## config.mk

```make
export PLATFORM = sky130hd
export DESIGN_NAME = ocp_predictor
export DESIGN_NICKNAME = d
export VERILOG_FILES = /design/src/rtl/ocp_pkg.sv /design/src/rtl/ocp_spike_filter.sv /design/src/rtl/ocp_trend_detect.sv /design/src/rtl/ocp_fault_latch.sv /design/src/rtl/ocp_predictor.sv
export SDC_FILE = /design/constraint.sdc
export NUM_CORES = 1
export LEC_CHECK = 0
export BUFFER_PORTS_ARGS = -buffer_cell sky130_fd_sc_hd__clkbuf_2
export CORE_ASPECT_RATIO = 0.8
export CORE_MARGIN = 2
export CORE_UTILIZATION = 35
export DETAILED_ROUTE_END_ITERATION = 8
export GPL_TIMING_DRIVEN = 0
export REMOVE_ABC_BUFFERS = 1
export SLEW_MARGIN = 20
export SYNTH_ARGS = -nofsm -noshare
export SYNTH_HDL_FRONTEND = slang
export SYNTH_HIERARCHICAL = 1
export SYNTH_SLANG_ARGS = --single-unit
```

## constraint.sdc

```tcl
create_clock -name clk_i -period 8.67 [get_ports clk_i]
set_clock_uncertainty 0.1 [all_clocks]
set_input_delay 0.867 -clock clk_i [delete_from_list [all_inputs] [get_ports clk_i]]
set_output_delay 0.867 -clock clk_i [all_outputs]
set_load 0.02 [all_outputs]
```

## src/rtl/ocp_pkg.sv

```systemverilog
package ocp_pkg;
  localparam int unsigned OCP_SAMPLE_W = 12;
  localparam int unsigned OCP_CNT_W    = 8;
endpackage

```

## src/rtl/ocp_spike_filter.sv

```systemverilog
module ocp_spike_filter #(
  parameter int unsigned W = ocp_pkg::OCP_SAMPLE_W
) (
  input  logic                clk_i,
  input  logic                rst_ni,
  input  logic                vld_i,
  input  logic signed [W-1:0] x_i,
  input  logic        [W-1:0] thr_i,
  output logic                vld_o,
  output logic signed [W-1:0] y_o
);
  logic signed [W-1:0] h1_q, h2_q, med;
  logic signed [W:0]   diff;
  logic        [W:0]   adiff;
  logic                spike;

  always_comb begin
    if ((x_i >= h1_q && x_i <= h2_q) || (x_i <= h1_q && x_i >= h2_q))
      med = x_i;
    else if ((h1_q >= x_i && h1_q <= h2_q) || (h1_q <= x_i && h1_q >= h2_q))
      med = h1_q;
    else
      med = h2_q;
    diff  = $signed({x_i[W-1], x_i}) - $signed({med[W-1], med});
    adiff = diff[W] ? (-diff) : diff;
    spike = adiff > {1'b0, thr_i};
  end

  always_ff @(posedge clk_i or negedge rst_ni) begin
    if (!rst_ni) begin
      h1_q  <= '0;
      h2_q  <= '0;
      vld_o <= 1'b0;
      y_o   <= '0;
    end else begin
      vld_o <= vld_i;
      if (vld_i) begin
        h2_q <= h1_q;
        h1_q <= x_i;  // history keeps raw samples
        y_o  <= spike ? med : x_i;
      end
    end
  end
endmodule

```

## src/rtl/ocp_trend_detect.sv

```systemverilog
module ocp_trend_detect #(
  parameter int unsigned W     = ocp_pkg::OCP_SAMPLE_W,
  parameter int unsigned CNT_W = ocp_pkg::OCP_CNT_W
) (
  input  logic                clk_i,
  input  logic                rst_ni,
  input  logic                vld_i,
  input  logic signed [W-1:0] y_i,
  input  logic        [W-1:0] warn_i,
  input  logic        [W-1:0] slope_thr_i,
  input  logic        [W-1:0] rel_lvl_i,
  input  logic    [CNT_W-1:0] rel_cnt_i,
  output logic                req_o
);
  logic        [W-1:0]   mag, pm_q;
  logic signed [W:0]     slope;
  logic                  qual, qual_q, fire, below, rel_done;
  logic    [CNT_W-1:0]   rel_q;

  always_comb begin
    mag      = y_i[W-1] ? W'(-y_i) : y_i;
    slope    = $signed({1'b0, mag}) - $signed({1'b0, pm_q});
    qual     = (mag > warn_i) && (slope > $signed({1'b0, slope_thr_i}));
    fire     = qual && qual_q;
    below    = mag < rel_lvl_i;
    rel_done = ({1'b0, rel_q} + 1'b1) >= {1'b0, rel_cnt_i};
  end

  always_ff @(posedge clk_i or negedge rst_ni) begin
    if (!rst_ni) begin
      pm_q   <= '0;
      qual_q <= 1'b0;
      rel_q  <= '0;
      req_o  <= 1'b0;
    end else if (vld_i) begin
      pm_q   <= mag;
      qual_q <= qual;
      if (fire) begin
        req_o <= 1'b1;
        rel_q <= '0;
      end else if (req_o && below) begin
        if (rel_done) begin
          req_o <= 1'b0;
          rel_q <= '0;
        end else begin
          rel_q <= rel_q + 1'b1;
        end
      end else begin
        rel_q <= '0;
      end
    end
  end
endmodule

```

## src/rtl/ocp_fault_latch.sv

```systemverilog
module ocp_fault_latch (
  input  logic clk_i,
  input  logic rst_ni,
  input  logic fault_i,
  input  logic clr_i,
  output logic shut_o
);
  always_ff @(posedge clk_i or negedge rst_ni) begin
    if (!rst_ni)      shut_o <= 1'b0;
    else if (fault_i) shut_o <= 1'b1;
    else if (clr_i)   shut_o <= 1'b0;
  end
endmodule

```

## src/rtl/ocp_predictor.sv

```systemverilog
module ocp_predictor #(
  parameter int unsigned W     = ocp_pkg::OCP_SAMPLE_W,
  parameter int unsigned CNT_W = ocp_pkg::OCP_CNT_W
) (
  input  logic                clk_i,
  input  logic                rst_ni,
  input  logic                sample_vld_i,
  input  logic signed [W-1:0] sample_i,
  input  logic        [W-1:0] spike_thr_i,
  input  logic        [W-1:0] warn_lvl_i,
  input  logic        [W-1:0] slope_thr_i,
  input  logic        [W-1:0] release_lvl_i,
  input  logic    [CNT_W-1:0] release_cnt_i,
  input  logic                hw_fault_i,
  input  logic                fault_clr_i,
  output logic                filt_vld_o,
  output logic signed [W-1:0] filt_o,
  output logic                limit_req_o,
  output logic                shutdown_o
);
  ocp_spike_filter #(.W(W)) u_filt (
    .clk_i (clk_i), .rst_ni(rst_ni),
    .vld_i (sample_vld_i), .x_i(sample_i), .thr_i(spike_thr_i),
    .vld_o (filt_vld_o), .y_o(filt_o)
  );

  ocp_trend_detect #(.W(W), .CNT_W(CNT_W)) u_trend (
    .clk_i (clk_i), .rst_ni(rst_ni),
    .vld_i (filt_vld_o), .y_i(filt_o),
    .warn_i(warn_lvl_i), .slope_thr_i(slope_thr_i),
    .rel_lvl_i(release_lvl_i), .rel_cnt_i(release_cnt_i),
    .req_o (limit_req_o)
  );

  ocp_fault_latch u_fault (
    .clk_i(clk_i), .rst_ni(rst_ni),
    .fault_i(hw_fault_i), .clr_i(fault_clr_i),
    .shut_o(shutdown_o)
  );
endmodule

```

## Word level (Yosys, flattened, before mapping)

Index checks and enable logic that the tools add are counted.

- Register bits: 60
- Input port bits: 73
- Output and inout bits: 15
- Logic and storage cells: 54

- Add/sub/neg operators: 6
- Order comparisons: 13
- Muxes and demuxes: 13
- Reduce and logical (&&, ||, !) cells: 13

Operators by type and width:

| cell | count |
|---|---|
| $ge A12 B12 Y1 | 4 |
| $le A12 B12 Y1 | 4 |
| $mux W12 | 4 |
| $sub A12 B12 Y13 | 2 |
| $mux W8 | 3 |
| $gt A13 B12 Y1 | 1 |
| $gt A13 B13 Y1 | 1 |
| $mux W13 | 1 |
| $neg A13 Y13 | 1 |
| $gt A12 B12 Y1 | 1 |
| $lt A12 B12 Y1 | 1 |
| $neg A12 Y12 | 1 |
| $add A8 B1 Y9 const B | 1 |
| $ge A9 B8 Y1 | 1 |
| $add A8 B1 Y8 const B | 1 |
| $logic_and A1 B1 Y1 | 7 |
| $reduce_bool A2 Y1 | 3 |
| $mux W1 | 5 |
| $reduce_and A3 Y1 | 1 |
| $logic_or A1 B1 Y1 | 2 |

## Logic depth before layout (Yosys ltp)

- Depth in word-level cells: 10
- Gate-level depth with buffers: 37
- Depth with buffers taken out: 34

## Modules after synthesis

Netlist, hierarchy kept.

Modules (own cells, without submodules):

| module | instances | cells an instance | area each (sq um) | sequential area each (sq um) |
|---|---|---|---|---|
| ocp_spike_filter | 1 | 495 | 4,179.0 | 925.9 |
| ocp_trend_detect | 1 | 371 | 2,961.6 | 550.5 |
| ocp_fault_latch | 1 | 3 | 36.3 | 25.0 |

## Worst setup path after synthesis

OpenSTA, ideal clock, no wires.

- Path type: input port to flip-flop
- Start: input port sample_i[6]
- End: register u_filt.y_o[10]
- Setup time: 141 ps
- Data arrival time: 7,689 ps
- Required time: 8,429 ps
- Path slack: 740 ps
- Stages on the path: 35
- Path buffers: 3
- Cells stage by stage: inv_1 > ha_1 > and3_4 > a221o_1 > a31oi_2 > o32ai_4 > xnor2_1 > nor2_1 > clkbuf_1 > a21oi_1 > o21ai_0 > ha_1 > inv_1 > fa_1 > a21o_1 > a211oi_1 > nor4_1 > o311ai_1 > clkbuf_1 > o21ai_0 > ha_1 > nor2b_1 > o21a_1 > o21a_1 > o21a_1 > o21a_1 > o21a_1 > o21a_1 > o21a_1 > o21a_1 > o21ai_0 > a211o_1 > clkbuf_1 > a21o_1 > a31oi_1

- Cells in the longest elaborated chain, start to end: 10
- Elaborated cells between the ends (all ways): 19
- Classes of those cells: 2 x add/sub; 7 x order compare; 4 x mux; 6 x reduce/logical

Ends and longest elaborated chain:

| what | RTL line | RTL |
|---|---|---|
| from (decl) | ocp_predictor.sv:8 | `input logic signed [W-1:0] sample_i,` |
| $ge A12 B12 Y1 or $le A12 B12 Y1 (tied branches) | ocp_spike_filter.sv:20 | `else if ((h1_q >= x_i && h1_q <= h2_q) \|\| (h1_q <= x_i && h1_q >= h2_q))` |
| $logic_and A1 B1 Y1 | ocp_spike_filter.sv:20 |  |
| $logic_or A1 B1 Y1 | ocp_spike_filter.sv:20 |  |
| $mux W12 | ocp_spike_filter.sv:20 |  |
| $mux W12 | ocp_spike_filter.sv:18 | `if ((x_i >= h1_q && x_i <= h2_q) \|\| (x_i <= h1_q && x_i >= h2_q))` |
| $sub A12 B12 Y13 | ocp_spike_filter.sv:24 | `diff = $signed({x_i[W-1], x_i}) - $signed({med[W-1], med});` |
| $neg A13 Y13 | ocp_spike_filter.sv:25 | `adiff = diff[W] ? (-diff) : diff;` |
| $mux W13 | ocp_spike_filter.sv:25 |  |
| $gt A13 B12 Y1 | ocp_spike_filter.sv:26 | `spike = adiff > {1'b0, thr_i};` |
| $mux W12 (*) | ocp_spike_filter.sv:40 | `y_o <= spike ? med : x_i;` |
| to (signal assigned) | ocp_spike_filter.sv:40 |  |
| to (decl) | ocp_spike_filter.sv:10 | `output logic signed [W-1:0] y_o` |

Mark *: on every way between the ends. The rest lies on a longest branch, timed or not.
A chain may end at the register's enable or synchronous reset.

## Worst setup path in the final report

- Start: input port sample_i[6]
- End: register u_filt.y_o[4]

The elaborated chain is that of the path after synthesis.

==> key figures <==
Status
  – Status: finished clean

Finish
  – Area of the multi-input gates: 5211 um^2
  – Layout cells sized above 1: 0.1616
  – Most common cell after layout, fill and taps aside: ha_1
  – Seq. cell area: 1503 um^2
  – Most frequent cells in the layout: ha_1 (117), inv_1 (110), clkbuf_2 (85), dfrtp_1 (59), nand2_1 (57)
  – Filler cell count: 2,025
  – Post-layout net count: 1,140
  – P&R area growth vs syn: 15.22%
  – Antenna cell count: 0
  – Cell area after layout: 8269 um^2

Die
  – Die width: 164.1 um
  – Die ar.: 21,670 um^2
  – Starting Density: 0.3594
  – I/O Pins: 88
  – Row Count: 46
  – Core area: 19,970 um^2
  – Die Ht: 132.1 um

Flow run
  – Max-cap violation count: 0

Clock network
  – Clock-pin slew on the worst setup and hold paths: 0.05 ns
  – Cts hold-fix bufs: 0
  – Clock buffer depth: 2
  – Inserted Clock Buffers: 9
  – Clk sink count: 60
  – CTS tree: yes
  – Root buffer cell: clkbuf_16
  – H-tree depth: 3
  – Latest clock arrival within the worst-skew pair: 0.33 ns

Synth
  – Number of flops mapped to enable cells by yosys: 0
  – Top FF cell, synth: dfrtp_1
  – Top area cells in the synthesized netlist: dfrtp_1 (21%), ha_1 (20%), inv_1 (5.8%)
  – #FFs+latches synth: 60
  – Cell taking the most area after synthesis: dfrtp_1
  – Synth Instances: 869
  – FFs w/ async S/R, synth: 1.000
  – Synth top area share: 0.2092
  – Synth Cell Area: 7177 um^2
  – Register area share after synthesis: 0.2092
  – Synthesis Warnings: 6
  – Synth cell types: 82
  – Syn_area_per_cell: 8.259 um^2

Placed design
  – Post-DP HPWL: 14.66 mm
  – Port buffer count: 87
  – Placed cell area: 7883 um^2
  – GP Congestion: 0.8378

Global routing
  – Initial antenna violation count: 0
  – Largest net degree at the start of global routing: 63
  – GRT Overall Usage: 0.1698
  – Vias in the first global route: 6,034
  – First-pass GRT wire length: 30.06 mm
  – Total gr overflow: 0

Worst setup path
  – R2R Path Start: u_filt/h1_q[6]$_DFFE_PN0P_
  – CP endpoint kind: flop
  – Crit path max-delay family: compound AO/OA/AOI/OAI gates
  – Max stage delay cell, worst path: o21ai_0
  – Crit path DAT: 8.31 ns
  – Critical path type: in -> reg
  – Startpoint Class: input port
  – Critical Path RT: 8.74 ns
  – Crit-path max cell delay: 0.50 ns
  – CP most frequent cell: o21a_1
  – Critical path origin: sample_i[6]
  – Buf/Inv on CP: 4
  – Max FO, Critical Path: 24

Drt
  – Routed Antenna Nets: 0
  – Met2 WL: 8.177 mm
  – First-pass iteration count of the detailed router: 5
  – Top sig layer: met4
  – WL/cell: 15.10 um
  – Drt total wl: 18.38 mm
  – Vias: 6,419
  – Vias per std cell: 5.274
  – Met3 WL: 613 um
  – Metal-1 WL: 9.416 mm
  – DRC violations left: 0
  – Iter 0 DRT Violations: 248

Timing
  – Worst slew pin tran: 0.9787 ns
  – Final hold vios: 0
  – Final Setup Violations: 0
  – Max-slew violation count: 0
  – Worst relative slew slack: 0.3383
  – Period minus WS final: 8.234 ns
  – Fin Setup TNS: 0 ns
  – Fmax: 0.1215 GHz
  – Final hold slack: 0.3807 ns
  – Final worst path period share: 0.9497

Power
  – Final Total Pwr: 3.636 mW
  – Power Density: 439.7 nW/um^2
  – Maximum VDD drop: 0.2177 mV
  – Leakage: 3.983 nW

Worst hold path
  – Worst hold path type: in -> async
## registers in the layout, summed over array words and instances (netlist names)
name and flops:
u_fault/shut_o 1, u_filt/h1_q 12, u_filt/h2_q 12, u_filt/vld_o 1
u_filt/y_o 12, u_trend/pm_q 12, u_trend/qual_q 1, u_trend/rel_q 8
u_trend/req_o 1
## Yosys cell counts (all sizes together), types with 7 or more instances
master,n
nand2b,13
nand2,58
nor2,53
a21o,21
and3,9
nor2b,11
a32oi,7
nand3,31
nor3,14
o211ai,9
dfrtp,60
inv,110
xnor2,35
a211oi,12
mux2,13
ha,117
a21oi,47
mux2i,12
nor4,16
or3,7
a31oi,16
nand4,13
o21ai,63
o21a,18
clkbuf,20
## where the power goes
group	total [mW]	switching, mW	leakage [nW]	internal, mW
clock	0.387	0.136	0.155	0.250
combinational	2.82	1.62	3.09	1.20
sequential	0.433	0.0810	0.733	0.352
total	3.64	1.84	3.98	1.80
## cell families (layout without fill, tap and decap cells)
logic type	Yosys count	in the layout	synth area share
buf+inv	133	217	0.07078
compound gates	238	238	0.2345
simple gates	253	253	0.1871
flops	60	60	0.2092
xor+xnor	41	41	0.05003
fa+ha+maj	119	119	0.2096
mux	25	25	0.03888
## timing repair
action,in CTS,in global routing
gates cloned,0,0
pin swaps,0,2
resized for setup,3,3
buffers inserted,0,3
setup endpoints to repair,12,12
endpoints found under the hold margin,0,0
## through the flow
step	setup slack, ns	utilization	cells
after floorplan	0.3899	-	846
after global placement	-1.692	0.3929	1197
after detailed placement	-0.8423	0.3947	1198
after CTS	0.02866	0.4114	1214
after global routing	-0.003324	0.4140	1217
final	0.4363	0.4140	1217
## path summary, 6_finish.rpt
check,to,slack (ns),cells after the start
max reg2reg,u_filt/y_o[4]$_DFFE_PN0P_,0.79,32
min,u_trend/pm_q[1]$_DFFE_PN0P_,0.38,1
min reg2reg,u_fault/shut_o$_DFFE_PN0P_,0.38,1
max in group asynchronous,u_filt/vld_o$_DFF_PN0_,7.54,2
min in group clk_i,u_fault/shut_o$_DFFE_PN0P_,0.38,1
max,u_filt/y_o[4]$_DFFE_PN0P_,0.44,34
## routing by layer
metal	up-vias	track usage
li1	3314	-
met1	2979	0.2440
met2	111	0.2736
met3	15	0.02139
met4	0	0.03168
met5	-	0
## final cells by class
class                   instances  share of cell area
multi-input cells             676              0.6302
repair buffers                 91             0.05992
well taps                     264             0.03995
clock buffers                   9             0.02724
flip-flops and latches         60              0.1817
inverters                     110             0.04993
clock inverters                 7             0.01105
Note: power is estimated with default switching activity, not from simulation.
